<file path="src/rtl/pwm_slice_pkg.sv">
`timescale 1ns/1ps
package pwm_slice_pkg;
  typedef enum logic {
    DIR_UP   = 1'b0,
    DIR_DOWN = 1'b1
  } count_dir_e;

  localparam int unsigned NUM_CH = 2;
  localparam int unsigned CH_A   = 0;
  localparam int unsigned CH_B   = 1;
endpackage

</file>
<file path="src/rtl/pwm_counter.sv">
`timescale 1ns/1ps
module pwm_counter
  import pwm_slice_pkg::*;
#(
  parameter int unsigned CNT_W = 16
) (
  input  logic             clk,
  input  logic             rst_n,
  input  logic             step,
  input  logic             phase_mode,
  input  logic [CNT_W-1:0] top_act,
  input  logic             cnt_wr,
  input  logic [CNT_W-1:0] cnt_wdata,
  output logic [CNT_W-1:0] cnt,
  output count_dir_e       dir,
  output logic             wrap_evt
);
  localparam logic [CNT_W-1:0] ZERO = '0;
  localparam logic [CNT_W-1:0] ONE  = {{(CNT_W-1){1'b0}}, 1'b1};

  // sawtooth: next count
  function automatic logic [CNT_W-1:0] saw_next(input logic [CNT_W-1:0] c,
                                                input logic [CNT_W-1:0] t);
    return (c >= t) ? ZERO : c + ONE;
  endfunction

  // centred: next count given direction (holds one step at each end)
  function automatic logic [CNT_W-1:0] ctr_next(input logic [CNT_W-1:0] c,
                                                input logic [CNT_W-1:0] t,
                                                input count_dir_e d);
    if (d == DIR_UP) return (c >= t) ? c : c + ONE;
    else             return (c == ZERO) ? c : c - ONE;
  endfunction

  function automatic count_dir_e ctr_dir(input logic [CNT_W-1:0] c,
                                         input logic [CNT_W-1:0] t,
                                         input count_dir_e d);
    if (d == DIR_UP) return (c >= t) ? DIR_DOWN : DIR_UP;
    else             return (c == ZERO) ? DIR_UP : DIR_DOWN;
  endfunction

  logic boundary_here;
  logic step_taken;

  assign step_taken    = step & ~cnt_wr;
  assign boundary_here = phase_mode ? ((dir == DIR_DOWN) && (cnt == ZERO))
                                    : (cnt >= top_act);
  assign wrap_evt      = step_taken & boundary_here;

  always_ff @(posedge clk or negedge rst_n) begin
    if (!rst_n) begin
      cnt <= ZERO;
      dir <= DIR_UP;
    end else if (cnt_wr) begin
      cnt <= cnt_wdata;
    end else if (step) begin
      if (!phase_mode) begin
        cnt <= saw_next(cnt, top_act);
        dir <= DIR_UP;
      end else begin
        cnt <= ctr_next(cnt, top_act, dir);
        dir <= ctr_dir(cnt, top_act, dir);
      end
    end
  end

  // no step and no write -> count frozen
  p_gate_r5: assert property (@(posedge clk) disable iff (!rst_n)
    (!step && !cnt_wr) |=> $stable(cnt));

  // write lands on next edge
  p_write_r10: assert property (@(posedge clk) disable iff (!rst_n)
    cnt_wr |=> (cnt == $past(cnt_wdata)));

  // no boundary in a write cycle
  p_write_nowrap_r10: assert property (@(posedge clk) disable iff (!rst_n)
    cnt_wr |-> !wrap_evt);

  // sawtooth step at or above top lands on zero
  p_saw_wrap_r4: assert property (@(posedge clk) disable iff (!rst_n)
    (step && !cnt_wr && !phase_mode && (cnt >= top_act)) |=> (cnt == ZERO));

  // centred rising step at top holds and turns down
  p_ctr_hold_top_r6: assert property (@(posedge clk) disable iff (!rst_n)
    (step && !cnt_wr && phase_mode && dir == DIR_UP && (cnt >= top_act))
      |=> ($stable(cnt) && dir == DIR_DOWN));

  // centred falling step never raises the count
  p_ctr_fall_r6: assert property (@(posedge clk) disable iff (!rst_n)
    (step && !cnt_wr && phase_mode && dir == DIR_DOWN) |=> (cnt <= $past(cnt)));
endmodule

</file>
<file path="src/rtl/pwm_shadow.sv">
`timescale 1ns/1ps
module pwm_shadow
  import pwm_slice_pkg::*;
#(
  parameter int unsigned CNT_W = 16
) (
  input  logic                          clk,
  input  logic                          rst_n,
  input  logic                          load,
  input  logic [CNT_W-1:0]              top_in,
  input  logic [NUM_CH-1:0][CNT_W-1:0]  cmp_in,
  output logic [CNT_W-1:0]              top_act,
  output logic [NUM_CH-1:0][CNT_W-1:0]  cmp_act
);
  always_ff @(posedge clk or negedge rst_n) begin
    if (!rst_n) top_act <= '1;
    else if (load) top_act <= top_in;
  end

  for (genvar g = 0; g < NUM_CH; g++) begin : g_cmp
    always_ff @(posedge clk or negedge rst_n) begin
      if (!rst_n) cmp_act[g] <= '0;
      else if (load) cmp_act[g] <= cmp_in[g];
    end

    p_cmp_hold_r11: assert property (@(posedge clk) disable iff (!rst_n)
      !load |=> $stable(cmp_act[g]));
  end

  // active top only moves on a load
  p_top_hold_r11: assert property (@(posedge clk) disable iff (!rst_n)
    !load |=> $stable(top_act));

  p_top_load_r11: assert property (@(posedge clk) disable iff (!rst_n)
    load |=> (top_act == $past(top_in)));
endmodule

</file>
<file path="src/rtl/pwm_out_stage.sv">
`timescale 1ns/1ps
module pwm_out_stage #(
  parameter int unsigned CNT_W = 16
) (
  input  logic             clk,
  input  logic             rst_n,
  input  logic [CNT_W-1:0] cmp,
  input  logic [CNT_W-1:0] cnt,
  input  logic             inv,
  output logic             pwm
);
  function automatic logic level(input logic [CNT_W-1:0] c,
                                 input logic [CNT_W-1:0] k,
                                 input logic i);
    return (c > k) ^ i;
  endfunction

  assign pwm = level(cmp, cnt, inv);

  // zero compare never drives the active level
  p_zero_low_r3: assert property (@(posedge clk) disable iff (!rst_n)
    (cmp == '0) |-> (pwm == inv));

  // count at or above compare means inactive level
  p_above_low_r2: assert property (@(posedge clk) disable iff (!rst_n)
    (cnt >= cmp) |-> (pwm == inv));
endmodule

</file>
<file path="src/rtl/pwm_wrap_flag.sv">
`timescale 1ns/1ps
module pwm_wrap_flag (
  input  logic clk,
  input  logic rst_n,
  input  logic set_evt,
  input  logic clr,
  output logic flag
);
  always_ff @(posedge clk or negedge rst_n) begin
    if (!rst_n)       flag <= 1'b0;
    else if (set_evt) flag <= 1'b1;
    else if (clr)     flag <= 1'b0;
  end

  // boundary always leaves the flag set
  p_set_r7: assert property (@(posedge clk) disable iff (!rst_n)
    set_evt |=> flag);

  // sticky without clear
  p_sticky_r8: assert property (@(posedge clk) disable iff (!rst_n)
    (!set_evt && !clr) |=> $stable(flag));

  p_clear_r8: assert property (@(posedge clk) disable iff (!rst_n)
    (!set_evt && clr) |=> !flag);
endmodule

</file>
<file path="src/rtl/pwm_slice_core.sv">
`timescale 1ns/1ps
module pwm_slice_core
  import pwm_slice_pkg::*;
#(
  parameter int unsigned CNT_W = 16
) (
  input  logic             clk,
  input  logic             rst_n,
  input  logic             tick_en,
  input  logic             run_en,
  input  logic             phase_mode,
  input  logic [CNT_W-1:0] top_in,
  input  logic [CNT_W-1:0] cmp_a_in,
  input  logic [CNT_W-1:0] cmp_b_in,
  input  logic             inv_a,
  input  logic             inv_b,
  input  logic             cnt_wr,
  input  logic [CNT_W-1:0] cnt_wdata,
  input  logic             wrap_clr,
  output logic             pwm_a,
  output logic             pwm_b,
  output logic [CNT_W-1:0] cnt_out,
  output logic             wrap_flag
);
  logic                         step;
  logic                         wrap_evt;
  logic                         shadow_load;
  logic [CNT_W-1:0]             top_act;
  logic [CNT_W-1:0]             cnt;
  count_dir_e                   dir;
  logic [NUM_CH-1:0][CNT_W-1:0] cmp_req;
  logic [NUM_CH-1:0][CNT_W-1:0] cmp_act;
  logic [NUM_CH-1:0]            inv_vec;
  logic [NUM_CH-1:0]            pwm_vec;

  assign step        = run_en & tick_en;
  assign shadow_load = wrap_evt | ~run_en;
  assign cmp_req     = {cmp_b_in, cmp_a_in};
  assign inv_vec     = {inv_b, inv_a};

  pwm_counter #(.CNT_W(CNT_W)) u_cnt (
    .clk(clk), .rst_n(rst_n), .step(step), .phase_mode(phase_mode),
    .top_act(top_act), .cnt_wr(cnt_wr), .cnt_wdata(cnt_wdata),
    .cnt(cnt), .dir(dir), .wrap_evt(wrap_evt)
  );

  pwm_shadow #(.CNT_W(CNT_W)) u_shadow (
    .clk(clk), .rst_n(rst_n), .load(shadow_load), .top_in(top_in),
    .cmp_in(cmp_req), .top_act(top_act), .cmp_act(cmp_act)
  );

  for (genvar g = 0; g < NUM_CH; g++) begin : g_ch
    pwm_out_stage #(.CNT_W(CNT_W)) u_out (
      .clk(clk), .rst_n(rst_n), .cmp(cmp_act[g]), .cnt(cnt),
      .inv(inv_vec[g]), .pwm(pwm_vec[g])
    );
  end

  pwm_wrap_flag u_flag (
    .clk(clk), .rst_n(rst_n), .set_evt(wrap_evt), .clr(wrap_clr),
    .flag(wrap_flag)
  );

  assign pwm_a   = pwm_vec[CH_A];
  assign pwm_b   = pwm_vec[CH_B];
  assign cnt_out = cnt;

  // boundaries only happen on a real step
  p_evt_needs_step_r7: assert property (@(posedge clk) disable iff (!rst_n)
    wrap_evt |-> step);

  // a stopped slice takes the requested top on the next edge
  p_stopped_load_r11: assert property (@(posedge clk) disable iff (!rst_n)
    !run_en |=> (top_act == $past(top_in)));
endmodule

</file>
<file path="config.mk">
export PLATFORM = sky130hd
export DESIGN_NAME = pwm_slice_core
export DESIGN_NICKNAME = d
export VERILOG_FILES = /design/src/rtl/pwm_slice_pkg.sv /design/src/rtl/pwm_counter.sv /design/src/rtl/pwm_shadow.sv /design/src/rtl/pwm_out_stage.sv /design/src/rtl/pwm_wrap_flag.sv /design/src/rtl/pwm_slice_core.sv
export SDC_FILE = /design/constraint.sdc
export NUM_CORES = 1
export LEC_CHECK = 0
export BUFFER_PORTS_ARGS = -buffer_cell sky130_fd_sc_hd__buf_2
export CORE_UTILIZATION = 55
export DETAILED_ROUTE_END_ITERATION = 8
export GPL_TIMING_DRIVEN = 0
export PLACE_DENSITY_LB_ADDON = 0.12
export SETUP_SLACK_MARGIN = 0.5
export SLEW_MARGIN = 20
export SYNTH_ARGS = -nofsm -noshare
export SYNTH_HDL_FRONTEND = slang
export SYNTH_HIERARCHICAL = 1
export SYNTH_SLANG_ARGS = --single-unit
</file>
<file path="constraint.sdc">
create_clock -name clk -period 4.1 [get_ports clk]
set_input_delay 0.82 -clock clk [delete_from_list [all_inputs] [get_ports clk]]
set_output_delay 0.82 -clock clk [all_outputs]
set_load 0.01 [all_outputs]
</file>
# --- Yosys cells after proc, flatten, opt, wreduce, memory -nomap -nowiden ---
# Index checks and enable logic that the tools add are counted.
totals:
  ff_bits: 66
  latchBits: 0
  mem_bits_rw: 0
  rom_bits: 0
  in_bits: 73
  out_inout_bits: 19
  wordCells: 41
  memories: 0
op_classes:
  addsub: 2
  n_mul: 0
  n_div: 0
  magnitude_cmp: 3
  n_eq_ne: 2
  n_shift: 0
  muxes: 14
  bitwise_logic: 8
  n_reduce_logical: 6
ops:
  columns: ["op", "count"]
  rows:
  - ["two-way mux 16 bit", 7]
  - ["> comparator 16 bit", 2]
  - ["adder 16 x 1 -> 16 bit (second input constant)", 1]
  - [">= comparator 16 bit", 1]
  - ["logical NOT 16 bit", 1]
  - ["subtractor 16 x 1 -> 16 bit (second input constant)", 1]
  - ["two-way mux 1 bit", 7]
  - ["!= test 4 x 3 -> 1 bit (second input constant)", 1]
  - ["!= test 4 bit (second input constant)", 1]
  - ["nonzero test 2 bit", 2]
  - ["AND 1 bit", 3]
  - ["AND reduction 3 bit", 1]
  - ["inverter 1 bit", 2]
  - ["AND reduction 2 bit", 1]
  - ["XOR 1 bit", 2]
  - ["logical AND 1 bit", 1]
  - ["OR 1 bit", 1]

# --- Depth between registers and ports, before layout ---
# Gate-level depths: netlist of the first run.
logic_depth:
  depth_word: 6
  depth_mapped: 13
  depth_no_buf: 10

# --- By module ---
# Netlist of the first run, hierarchy kept.
modules_own_cells:
  columns: ["mod", "n_inst", "cells_per_inst", "area_each_um2", "seq_area_each_um2"]
  rows:
  - ["pwm_counter", 1, 278, 2167.1, 425.4]
  - ["pwm_shadow", 1, 101, 1880.6, 1221.2]
  - ["pwm_out_stage", 2, 59, 424.2, 0.0]
  - ["pwm_wrap_flag", 1, 3, 36.3, 25.0]
  - ["pwm_slice_core", 1, 2, 12.5, 0.0]

# --- Worst setup path after synthesis of the first run ---
# OpenSTA, ideal clock, no wires.
synth_timing:
  path_type: "register -> register"
  from: "register u_cnt.cnt[0]"
  to: "register u_shadow/cmp_act[25] (netlist name)"
  setup_ps: 125
  arrival_time_ps: 2906
  required_time_ps: 3975
  setup_slack_ps: 1068
  stages_incl_launch_ff: 14
  n_path_buf: 3
  synth_period_minus_slack_ps: 3032
  cell_sequence: "dfrtp_1 > inv_1 > ha_1 > nand2b_4 > a2111oi_4 > nor4_1 > or3_1 > buf_6 > mux2i_1 > nor2b_1 > nand2b_1 > buf_6 > buf_6 > mux2_4"
synth_via:
  elab_chain_len: 5
  elab_cells_between_ends: 6
  classes_between: "order compare: 1; mux: 1; bitwise: 2; reduce/logical: 2"
synth_rtl:
  columns: ["item", "line_no", "source"]
  rows:
  - ["from (decl)", "pwm_counter.sv:14", "output logic [CNT_W-1:0] cnt,"]
  - ["from (signal assigned)", "pwm_counter.sv:55", "cnt <= cnt_wdata;"]
  - ["from (signal assigned)", "pwm_counter.sv:58", "cnt <= saw_next(cnt, top_act);"]
  - ["from (signal assigned)", "pwm_counter.sv:61", "cnt <= ctr_next(cnt, top_act, dir);"]
  - ["parallel branches: the longest is 2 deep, another holds >= comparator 16 bit", null, null]
  - ["two-way mux 1 bit *", "pwm_counter.sv:46", "assign boundary_here = phase_mode ? ((dir == DIR_DOWN) && (cnt == ZERO))"]
  - ["AND 1 bit *", "pwm_counter.sv:48", "assign wrap_evt = step_taken & boundary_here;"]
  - ["named net wrap_evt", "pwm_slice_core.sv:26", "logic wrap_evt;"]
  - ["OR 1 bit *", "pwm_slice_core.sv:37", "assign shadow_load = wrap_evt | ~run_en;"]
  - ["named net shadow_load", "pwm_slice_core.sv:27", "logic shadow_load;"]
  - ["to (signal, indexed assignment)", "pwm_shadow.sv:23", "else if (load) cmp_act[g] <= cmp_in[g];"]
  - ["to (decl)", "pwm_shadow.sv:13", "output logic [NUM_CH-1:0][CNT_W-1:0] cmp_act"]
# Mark *: on every way through the listed nets, which the timed path passes.
# A chain may end at the register's enable or synchronous reset.

# --- Worst setup path after layout of the first run ---
layout_timing:
  from: "register u_cnt.cnt[15]"
  to: "output port pwm_b"
layout_via:
  elab_chain_len: 2
layout_rtl:
  columns: ["item", "line_no", "source"]
  rows:
  - ["> comparator 16 bit", "pwm_out_stage.sv:15", "return (c > k) ^ i;"]
  - ["XOR 1 bit", "pwm_out_stage.sv:15", null]
  - ["to (decl)", "pwm_slice_core.sv:21", "output logic pwm_b,"]
# No other way between the ends.

==> reports/results.tsv, run 1 <==
stage	metric	value	unit
critical_path	CP endpoint kind	output port	
cts	CTS tree	built	
power_and_ir_drop	Tot Pwr	2.94	mW
synthesis	Netlist cell types	64	
run_status	outcome	finished, final reports clean	
power_and_ir_drop	Reg power frac	34.0	%
power_and_ir_drop	clock network fraction of design power	21.3	%
synthesis	synth warn	6	
layout	layout cells sized above 1	33.3	%
floorplanning	die area	9370	um^2
worst_hold_path	Hold/Removal Path Class	input port to asynchronous set/reset pin	
place	Inst Count DP	702	
timing	Max Slew Vio Count	0	
critical_path	critical path required time	3.28	ns
detailed_routing	drt first pass iters	8	
layout	commonest non-fill, non-tap cell in the layout	buf_2	
timing	Worst Tran Pin Value	0.848	ns
run	number of max-cap violations	0	
critical_path	Startpoint Class	flip-flop	
global_route	Total GRT Usage	31.0	%
timing	final worst-path cycle share	86.1	%
timing	Setup TNS	0	ns
detailed_routing	vias per cell	6.12	
global_route	largest net degree at the start of global routing	54	
detailed_routing	Total Wirelength	14.3	mm
detailed_routing	post-DR wirelength/cell	19.9	um
timing	unrepaired setup endpoints after global routing	true	
place	DP HPWL	10.1	mm
global_route	vias in the first global route	4496	
global_route	antenna violations before repair	0	
layout	Ant. Diodes	0	
detailed_routing	DR DRC count	0	
layout	synthesis-to-layout area growth	17.3	%
cts	Root Buffer	clkbuf_8	
synthesis	FFs w/ async S/R, synth	100	%
timing	Post-Route Skew	0.0188	ns
layout	fin cells	718	
power_and_ir_drop	internal power	1.69	mW
timing	final setup vio count	0	
floorplanning	die height	96.8	um
synthesis	Mapped Nets	626	
critical_path	Arr. time, crit path	2.71	ns
cts	# clock sinks	66	
timing	fin crit period	3.53	ns
global_route	first-pass GRT wire length	22.8	mm
layout	most frequent cells in the layout	95 x buf_2, 57 x inv_1, 51 x ha_1, 47 x dfrtp_1, 29 x mux2_2	
cts	CTS Buf Count	9	
timing	worst setup margin	0.568	ns
timing	Fin. Hold Viols	0	
timing	Slew headroom	43.1	%
floorplanning	Core Footprint	8720	um^2
cts	total setup buffers inserted after CTS	0	
cts	# hold bufs at CTS	0	
layout	fin nets	729	
place	port buffer count	91	
detailed_routing	DR iter-0 viols	416	
cts	CTS clk-pin slew, worst paths	0.09	ns
power_and_ir_drop	Max VDD drop	0.000256	V
synthesis	top_reg_cell synth	dfrtp_1	
floorplanning	Initial Util	56.7	%
cts	clock buffer depth	2	
floorplanning	DIE WIDTH	96.8	um
timing	Min Hold Slack	0.315	ns
synthesis	post-synthesis register bit count	66	
power_and_ir_drop	leakage power	2.80	nW
synthesis	Post-synth EDFFs	0	
power_and_ir_drop	switching pwr	1.25	mW
synthesis	register area share after synthesis	33.8	%
place	Setup WS pre-CTS	0.681	ns
cts	H-tree Lvls	3	
power_and_ir_drop	combinational share of power	44.7	%
critical_path	crit-path max FO	8	
detailed_routing	DR vias	4393	
critical_path	Crit Path Class	flip-flop to output port	
global_route	gr ovfl total	0	
floorplanning	I/O Pins	92	
power_and_ir_drop	pwr dens	507	nW/um^2
place	placer congestion estimate	0.960	
timing	fmax	0.283	GHz
cts	Skew-Pair Late Insertion Delay	0.36	ns
synthesis	synthesized cell area	4940	um^2
synthesis	Cells after Synth	502	
detailed_routing	ANT nets after route	0	
synthesis	Syn Area/Cell	9.85	um^2
floorplanning	Rows	34	
power_and_ir_drop	Switching Share	42.6	%
## metrics by stage
stage,cell area (um^2),utilization (%)
final,5800,66.5
after global routing,5800,66.5
after CTS,5780,66.3
after detailed placement,5570,63.8
after global placement,5540,63.5
after floorplan,4940,-
## timing repair
item                                    4_1_cts  5_1_grt
cloned                                        0        0
gates resized for setup                       1        4
endpoints found under the setup margin        1       26
## state kept, by name (all words and copies together), names as in the netlist
register / flops
u_shadow/cmp_act: 32
u_cnt/cnt: 16
u_flag/flag: 1
u_shadow/top_act: 16
u_cnt/dir: 1
## cells in the mapped netlist, drive strengths merged (5+ instances only)
master | number | area [um^2]
nand2 | 27 | 101
mux2 | 49 | 627
nand3 | 10 | 50.1
and2 | 5 | 31.3
ha | 51 | 638
o31ai | 6 | 45.0
dfrtp | 50 | 1250
inv | 57 | 214
xnor2 | 12 | 105
buf | 12 | 96.3
o21ai | 29 | 145
nor3 | 9 | 50.1
nor2 | 27 | 101
nor2b | 5 | 31.3
a21o | 7 | 52.6
nor4 | 7 | 50.1
a21oi | 26 | 130
clkbuf | 11 | 41.3
nand4 | 13 | 93.8
nand2b | 8 | 57.6
dfstp | 16 | 420
## worst max-delay path: stages, from the launching register on
cell      delay, ns
dfrtp_1        0.60
inv_1          0.10
ha_1           0.34
nand4_2        0.19
nor4_2         0.44
a21boi_0       0.28
o41ai_2        0.12
xnor2_1        0.14
buf_2          0.15
## layer usage
layer | routed length (um) | part of all wire [%] | global-route usage, %
met3 | 1180 | 8.2 | 6.50
met2 | 6760 | 47 | 51.2
met5 | 0 | 0 | 0
met1 | 5900 | 41 | 38.8
met4 | 443 | 3.1 | 14.1
## kinds of logic (layout without fill, tap and decap cells)
group                      Yosys count  count (layout)  synth area share, %
AOI/OAI and AO/OA                  111             111                 16.4
xor gates and xnor gates            15              15                 2.66
adders and majority gates           51              51                 12.9
buffers and inverters               80             188                 7.11
DFF                                 66              66                 33.8
muxes                               51              51                 13.1
and+or+nand+nor                    128             128                 14.0
## power groups by stage
stage          logic [mW]  clock network [mW]  registers, mW
6_report             1.31               0.627          0.999
5_1_grt              1.45               0.656           1.01
4_1_cts              1.28               0.642          0.995
3_5_place_dp         1.27                   0           1.01
2_1_floorplan       0.907                   0          0.918
3_3_place_gp         1.22                   0           1.00
## layout make-up
| type | count | area, um^2 |
|---|---|---|
| multi-input cells | 356 | 2930 |
| fillers | 692 | 2920 |
| flip-flops and latches | 66 | 1680 |
| repair buffers | 92 | 485 |
| inverters | 57 | 214 |
| plain buffers | 23 | 138 |
| well taps | 108 | 135 |
| clock buffers | 9 | 124 |
| clock inverters | 7 | 92.6 |
## final timing paths
check / from / end / slack (ns) / depth (start not counted)
worst max-delay path: u_cnt/cnt[15] / pwm_b / 0.57 / 8
worst min-delay path: rst_n / u_cnt/cnt[8] / 0.31 / 1
worst max register to register: u_cnt/cnt[8] / u_shadow/cmp_act[25] / 0.71 / 10
worst min register to register: u_flag/flag / u_flag/flag / 0.49 / 1
max in group asynchronous: rst_n / u_shadow/top_act[1] / 3.19 / 2
min in group clk: u_flag/flag / u_flag/flag / 0.49 / 1
(Power assumes the default switching activity.)
==> run 2: changes to the inputs <==
--- a/config.mk
+++ b/config.mk
@@ -5,12 +5,12 @@
 export SDC_FILE = /design/constraint.sdc
 export NUM_CORES = 1
 export LEC_CHECK = 0
+export ABC_AREA = 1
 export BUFFER_PORTS_ARGS = -buffer_cell sky130_fd_sc_hd__buf_2
-export CORE_UTILIZATION = 55
+export CORE_UTILIZATION = 52
 export DETAILED_ROUTE_END_ITERATION = 8
 export GPL_TIMING_DRIVEN = 0
 export PLACE_DENSITY_LB_ADDON = 0.12
-export SETUP_SLACK_MARGIN = 0.5
 export SLEW_MARGIN = 20
 export SYNTH_ARGS = -nofsm -noshare
 export SYNTH_HDL_FRONTEND = slang
==> constraint.sdc (replaced) <==
create_clock -name clk -period 3.2 [get_ports clk]
set_input_delay 0.64 -clock clk [delete_from_list [all_inputs] [get_ports clk]]
set_output_delay 0.64 -clock clk [all_outputs]
set_load 0.01 [all_outputs]
==> reports/results.tsv, run 2 <==
stage	metric	value	unit
synthesis	Syn Area/Cell	6.61	um^2
detailed_routing	DR vias	5339	
power_and_ir_drop	combinational share of power	43.4	%
cts	CTS tree	built	
critical_path	Arr. time, crit path	3.32	ns
detailed_routing	drt first pass iters	4	
layout	most frequent cells in the layout	340 x nand2_1, 104 x inv_1, 99 x buf_2, 70 x nor2_1, 51 x ha_1	
cts	CTS resizes	0	
cts	CTS clk-pin slew, worst paths	0.09	ns
timing	fmax	0.330	GHz
detailed_routing	Total Wirelength	15.3	mm
power_and_ir_drop	Max VDD drop	0.000308	V
detailed_routing	WL met3	866	um
synthesis	most instantiated library cell after synthesis	nand2_1	
detailed_routing	post-DR wirelength/cell	14.5	um
layout	number of fillers in the final layout	950	
cts	Skew-Pair Late Insertion Delay	0.35	ns
timing	final setup vio count	0	
detailed_routing	top sig layer	met4	
detailed_routing	DR DRC count	0	
synthesis	Yosys top cell area share	23.9	%
timing	Setup TNS	0	ns
synthesis	Cells after Synth	809	
timing	Fin. Hold Viols	0	
synthesis	area leader, netlist	nand2_1	
power_and_ir_drop	leakage power	3.62	nW
global_route	antenna violations before repair	0	
cts	# hold bufs at CTS	0	
power_and_ir_drop	internal power	2.09	mW
global_route	first-pass GRT wire length	24.0	mm
critical_path	CP endpoint kind	flip-flop	
critical_path	FF-to-FF setup slack	0.17	ns
synthesis	FFs w/ async S/R, synth	100	%
synthesis	register area share after synthesis	31.2	%
synthesis	Mapped Nets	933	
timing	unrepaired setup endpoints after global routing	false	
timing	Slew headroom	58.4	%
power_and_ir_drop	Switching Share	43.3	%
timing	fin crit period	3.03	ns
layout	Biggest register	u_shadow/cmp_act	
floorplanning	die height	103	um
synthesis	synthesized cell area	5350	um^2
layout	Ant. Diodes	0	
global_route	largest net degree at the start of global routing	40	
detailed_routing	M1 wire length	6.86	mm
cts	CTS Buf Count	9	
run	number of max-cap violations	0	
floorplanning	Core Footprint	9860	um^2
critical_path	critical path required time	3.49	ns
layout	layout cells sized above 1	19.2	%
timing	Post-Route Skew	0.0167	ns
floorplanning	Rows	36	
synthesis	Synth top cells by count	340 x nand2_1, 104 x inv_1, 70 x nor2_1, 51 x ha_1, 50 x dfrtp_1	
critical_path	crit-path max FO	10	
place	placer congestion estimate	0.963	
power_and_ir_drop	clock network fraction of design power	24.0	%
worst_hold_path	Hold/Removal Path Class	input port to asynchronous set/reset pin	
timing	Worst Tran Pin Value	0.624	ns
layout	fin nets	1036	
global_route	vias in the first global route	4966	
detailed_routing	DR iter-0 viols	268	
floorplanning	I/O Pins	92	
floorplanning	DIE WIDTH	103	um
critical_path	Crit Path Class	flip-flop to flip-flop	
layout	synthesis-to-layout area growth	16.5	%
synthesis	Netlist cell types	34	
global_route	Total GRT Usage	30.5	%
cts	# clock sinks	66	
detailed_routing	vias per cell	5.08	
layout	commonest non-fill, non-tap cell in the layout	nand2_1	
place	port buffer count	91	
synthesis	top cells by area, synth	nand2_1 24%, dfrtp_1 23%, ha_1 12%, dfstp_2 7.9%, inv_1 7.3%	
synthesis	synth warn	6	
layout	Top Registers	u_shadow/cmp_act (32), u_cnt/cnt (16), u_shadow/top_act (16)	
timing	Max Slew Vio Count	0	
power_and_ir_drop	Reg power frac	32.6	%
layout	max FFs per register	32	
floorplanning	die area	10700	um^2
floorplanning	Initial Util	54.2	%
place	DP HPWL	11.3	mm
run_status	outcome	finished, final reports clean	
synthesis	top_reg_cell synth	dfrtp_1	
power_and_ir_drop	Tot Pwr	3.68	mW
detailed_routing	DR WL met2	7.19	mm
cts	clock buffer depth	2	
synthesis	post-synthesis register bit count	66	
detailed_routing	ANT nets after route	0	
cts	Root Buffer	clkbuf_8	
global_route	gr ovfl total	0	
power_and_ir_drop	pwr dens	590	nW/um^2
critical_path	Startpoint Class	flip-flop	
synthesis	Post-synth EDFFs	0	
cts	H-tree Lvls	3	
power_and_ir_drop	switching pwr	1.59	mW
timing	final worst-path cycle share	94.6	%
cts	total setup buffers inserted after CTS	0	
[run 2: cell types whose count changed after synthesis, moves of 20 or more]
cell / delta
nor2_1: +43
inv_1: +47
mux2_2: -29
nand2_1: +313
nand3_1: +38
mux2_4: -20
[run 2: path summary, 6_finish.rpt]
kind                            cells past startpoint                  from                    to
worst max register to register                     14         u_cnt/cnt[11]  u_shadow/top_act[14]
worst min-delay path                                1                 rst_n         u_cnt/cnt[10]
max in group asynchronous                           2                 rst_n  u_shadow/cmp_act[15]
worst max-delay path                               14         u_cnt/cnt[11]  u_shadow/top_act[14]
min in group clk                                    2  u_shadow/top_act[12]  u_shadow/top_act[12]
worst min register to register                      2  u_shadow/top_act[12]  u_shadow/top_act[12]
[run 2: cells by family (layout without fill, tap and decap cells)]
kind of cell	after synthesis	after routing	synth area share [%]
adder cells (fa/ha/maj)	51	51	11.9
AND/OR/NAND/NOR	496	496	39.0
buffers and inverters	134	242	10.9
XOR/XNOR	7	7	1.15
AO/OA/AOI/OAI	55	55	5.82
flip-flops	66	66	31.2
[run 2: final cells by class]
cell class / instances / area (um^2) / area share, %
clock inverters: 6 / 113 / 1.81
plain buffers: 26 / 176 / 2.83
multi-input cells: 609 / 3100 / 49.7
well taps: 133 / 166 / 2.67
flip-flops and latches: 66 / 1670 / 26.8
clock buffers: 10 / 128 / 2.05
repair buffers: 92 / 478 / 7.67
inverters: 108 / 405 / 6.50
[run 2: power by group through the flow]
stage          registers [mW]  clock network (mW)  logic [mW]
2_1_floorplan            1.12                   0        1.14
3_3_place_gp             1.21                   0        1.50
3_5_place_dp             1.21                   0        1.57
4_1_cts                  1.20               0.903        1.58
5_1_grt                  1.21               0.943        1.82
6_report                 1.20               0.883        1.60
[run 2: metrics by stage]
stage               setup WS, ns  instances  hold slack (ns)  utilization [%]  area (um^2)
floorplan                  0.924        809            0.344                -         5350
finish                     0.173       1050            0.194             63.2         6230
CTS                        0.206       1050            0.197             63.2         6230
global route              0.0160       1050            0.201             63.2         6230
detailed placement         0.238       1034            0.455             60.8         5990
global placement           0.268       1033            0.450             60.5         5970
[run 2: routing by layer]
metal  GRT usage (%)  up-vias
met5               0        -
met4            10.5        0
met3            5.44       24
met2            52.0      159
met1            38.9     2447
li1                -     2709
[run 2: worst max-delay path, cell delays in order, from the launching register on]
cell and delay [ns]:
dfrtp_1 0.68, ha_1 0.35, nand2_1 0.14, o21ai_1 0.12
a21oi_4 0.28, nand3_1 0.31, nand2_1 0.21, inv_1 0.07
inv_1 0.05, nand2_1 0.09, inv_2 0.08, buf_4 0.18
buf_2 0.23, nand2_1 0.09, nand2_1 0.07
==> run 3: changes to the inputs <==
--- a/config.mk
+++ b/config.mk
@@ -7,12 +7,11 @@
 export LEC_CHECK = 0
 export ABC_AREA = 1
 export BUFFER_PORTS_ARGS = -buffer_cell sky130_fd_sc_hd__buf_2
-export CORE_UTILIZATION = 52
+export CORE_UTILIZATION = 40
 export DETAILED_ROUTE_END_ITERATION = 8
 export GPL_TIMING_DRIVEN = 0
 export PLACE_DENSITY_LB_ADDON = 0.12
 export SLEW_MARGIN = 20
 export SYNTH_ARGS = -nofsm -noshare
 export SYNTH_HDL_FRONTEND = slang
-export SYNTH_HIERARCHICAL = 1
 export SYNTH_SLANG_ARGS = --single-unit
==> reports/results.tsv, run 3 <==
stage	metric	value	unit
global_route	largest net degree at the start of global routing	40	
timing	Setup TNS	0	ns
synthesis	Synth top cells by count	252 x nand2_1, 109 x nand3_1, 70 x inv_1, 51 x ha_1, 50 x dfrtp_1	
synthesis	top cells by area, synth	dfrtp_1 24%, nand2_1 18%, ha_1 12%, nand3_1 10%, dfstp_2 7.9%	
global_route	gr ovfl total	0	
layout	Ant. Diodes	0	
cts	clock buffer depth	2	
critical_path	Startpoint Class	flip-flop	
layout	layout cells sized above 1	21.4	%
place	placer congestion estimate	0.916	
timing	Post-Route Skew	0.00540	ns
synthesis	Yosys top cell area share	23.5	%
layout	commonest non-fill, non-tap cell in the layout	nand2_1	
layout	Top Registers	u_shadow.cmp_act (32), u_cnt.cnt (16), u_shadow.top_act (16)	
synthesis	FFs w/ async S/R, synth	100	%
critical_path	CP top delay family	buffers and inverters	
timing	fin crit period	3.04	ns
detailed_routing	vias per cell	5.12	
critical_path	Buf+Inv Stages, Crit Path	4	
floorplanning	I/O Pins	92	
detailed_routing	DR DRC count	0	
critical_path	critical path's slowest cell	dfrtp_1	
floorplanning	Core Footprint	12800	um^2
critical_path	worst path cell trace	buf_4 -> clkinvlp_4 -> ha_1 -> nand2_1 -> inv_1 -> o21ai_0 -> a21oi_1 -> nor4_2 -> nand2_1 -> nand3b_1 -> nand2_1 -> buf_2	
timing	Slew headroom	57.3	%
floorplanning	Initial Util	41.7	%
power_and_ir_drop	Max VDD drop	0.000294	V
timing	fmax	0.329	GHz
timing	Fin. Hold Viols	0	
layout	number of fillers in the final layout	1346	
layout	fin nets	991	
cts	# hold bufs at CTS	0	
critical_path	Crit Path Class	flip-flop to output port	
timing	Max Slew Vio Count	0	
synthesis	top_reg_cell synth	dfrtp_1	
critical_path	Arr. time, crit path	2.40	ns
power_and_ir_drop	leakage power	3.37	nW
layout	synthesis-to-layout area growth	18.7	%
synthesis	most instantiated library cell after synthesis	nand2_1	
place	DP HPWL	13.2	mm
synthesis	Cells after Synth	765	
cts	Root Buffer	clkbuf_16	
synthesis	Mapped Nets	889	
layout	max FFs per register	32	
synthesis	Post-synth EDFFs	0	
critical_path	CP max stage delay	0.41	ns
cts	CTS Buf Count	9	
detailed_routing	post-DR wirelength/cell	16.4	um
critical_path	Critical Path Most Common Cell	nand2_1	
power_and_ir_drop	Tot Pwr	3.44	mW
floorplanning	die area	13800	um^2
layout	Biggest register	u_shadow.cmp_act	
synthesis	synthesized cell area	5320	um^2
global_route	antenna violations before repair	0	
detailed_routing	DR vias	5345	
detailed_routing	DR iter-0 viols	295	
global_route	first-pass GRT wire length	27.1	mm
layout	Sequential cell area	1680	um^2
place	Inst Count DP	1028	
synthesis	area leader, netlist	dfrtp_1	
synthesis	Netlist cell types	40	
global_route	Total GRT Usage	25.8	%
critical_path	crit-path max FO	8	
cts	CTS tree	built	
detailed_routing	ANT nets after route	0	
synthesis	Syn Area/Cell	6.96	um^2
worst_hold_path	Hold/Removal Path Class	input port to asynchronous set/reset pin	
timing	final setup vio count	0	
run	number of max-cap violations	0	
detailed_routing	drt first pass iters	5	
cts	# clock sinks	66	
timing	Worst Tran Pin Value	0.641	ns
floorplanning	DIE WIDTH	117	um
floorplanning	die height	117	um
synthesis	register area share after synthesis	31.4	%
cts	CTS clk-pin slew, worst paths	0.06	ns
global_route	vias in the first global route	5072	
floorplanning	Rows	41	
layout	multi-input logic area	3160	um^2
critical_path	critical path required time	2.56	ns
cts	H-tree Lvls	3	
synthesis	post-synthesis register bit count	66	
synthesis	synth warn	0	
critical_path	CP endpoint kind	output port	
power_and_ir_drop	pwr dens	544	nW/um^2
detailed_routing	Total Wirelength	17.1	mm
cts	Skew-Pair Late Insertion Delay	0.35	ns
layout	fin cells	1044	
run_status	outcome	finished, final reports clean	
place	port buffer count	90	
layout	most frequent cells in the layout	252 x nand2_1, 109 x nand3_1, 96 x buf_2, 69 x inv_1, 51 x ha_1	
timing	final worst-path cycle share	95.1	%
[run 3: timing repair]
item | CTS | global route
setup buffers | 0 | 0
hold endpoints to repair | 0 | 0
gates resized for setup | 1 | 10
setup endpoints to repair | 1 | 2
[run 3: worst reg2reg max path, delay by kind of cell (launching register included)]
family / cells / cell delay (ns)
adders and majority gates: 1 / 0.35
DFF: 1 / 0.61
and+or+nand+nor: 10 / 0.87
AOI/OAI and AO/OA: 1 / 0.29
buffers and inverters: 2 / 0.69
[run 3: per-stage QoR]
stage	hold WS [ns]	setup WS, ns	area [um^2]	util (%)
2_1_floorplan	0.344	0.865	5320	-
3_3_place_gp	0.474	0.395	5990	46.9
3_5_place_dp	0.480	0.385	6010	47.0
4_1_cts	0.228	0.107	6290	49.3
5_1_grt	0.250	-0.0132	6310	49.4
6_report	0.221	0.156	6310	49.4
[run 3: power by group]
part           internal (mW)  leakage (nW)  switching [mW]
clock                  0.567         0.139           0.400
combinational          0.501          2.46           0.863
sequential             0.958         0.770           0.147
[run 3: kinds of logic after synthesis]
kind of cell,count (synthesis),synth area share (%)
adder cells (fa/ha/maj),51,12.0
AND/OR/NAND/NOR,479,40.2
AO/OA/AOI/OAI,50,5.71
buffers and inverters,110,9.24
flip-flops,66,31.4
XOR/XNOR,9,1.48
[run 3: cell type report]
class | instances | area share (%)
clock buffers | 12 | 4.06
clock inverters | 4 | 0.416
flip-flops and latches | 66 | 26.6
plain buffers | 35 | 3.43
multi-input cells | 589 | 50.1
inverters | 75 | 4.54
well taps | 172 | 3.41
repair buffers | 91 | 7.49
[run 3: layer usage]
layer	vias to the layer above	track usage, %	part of all wire, %
met5	-	0	0
met4	0	12.2	3.0
met3	35	4.04	5.5
met2	179	41.4	46
met1	2441	33.8	45
li1	2690	-	-
[run 3: final timing paths]
check / start / endpoint / slack, ns / depth (start not counted)
setup reg to reg: u_cnt.cnt[0] / u_shadow.top_act[7] / 0.33 / 14
hold / removal: rst_n / u_cnt.cnt[10] / 0.22 / 1
hold reg to reg: u_shadow.top_act[13] / u_shadow.top_act[13] / 0.49 / 2
setup / recovery: u_cnt.cnt[9] / pwm_b / 0.16 / 12
max in group asynchronous: rst_n / u_shadow.top_act[1] / 2.36 / 2
min in group clk: top_in[7] / u_shadow.top_act[7] / 0.48 / 3
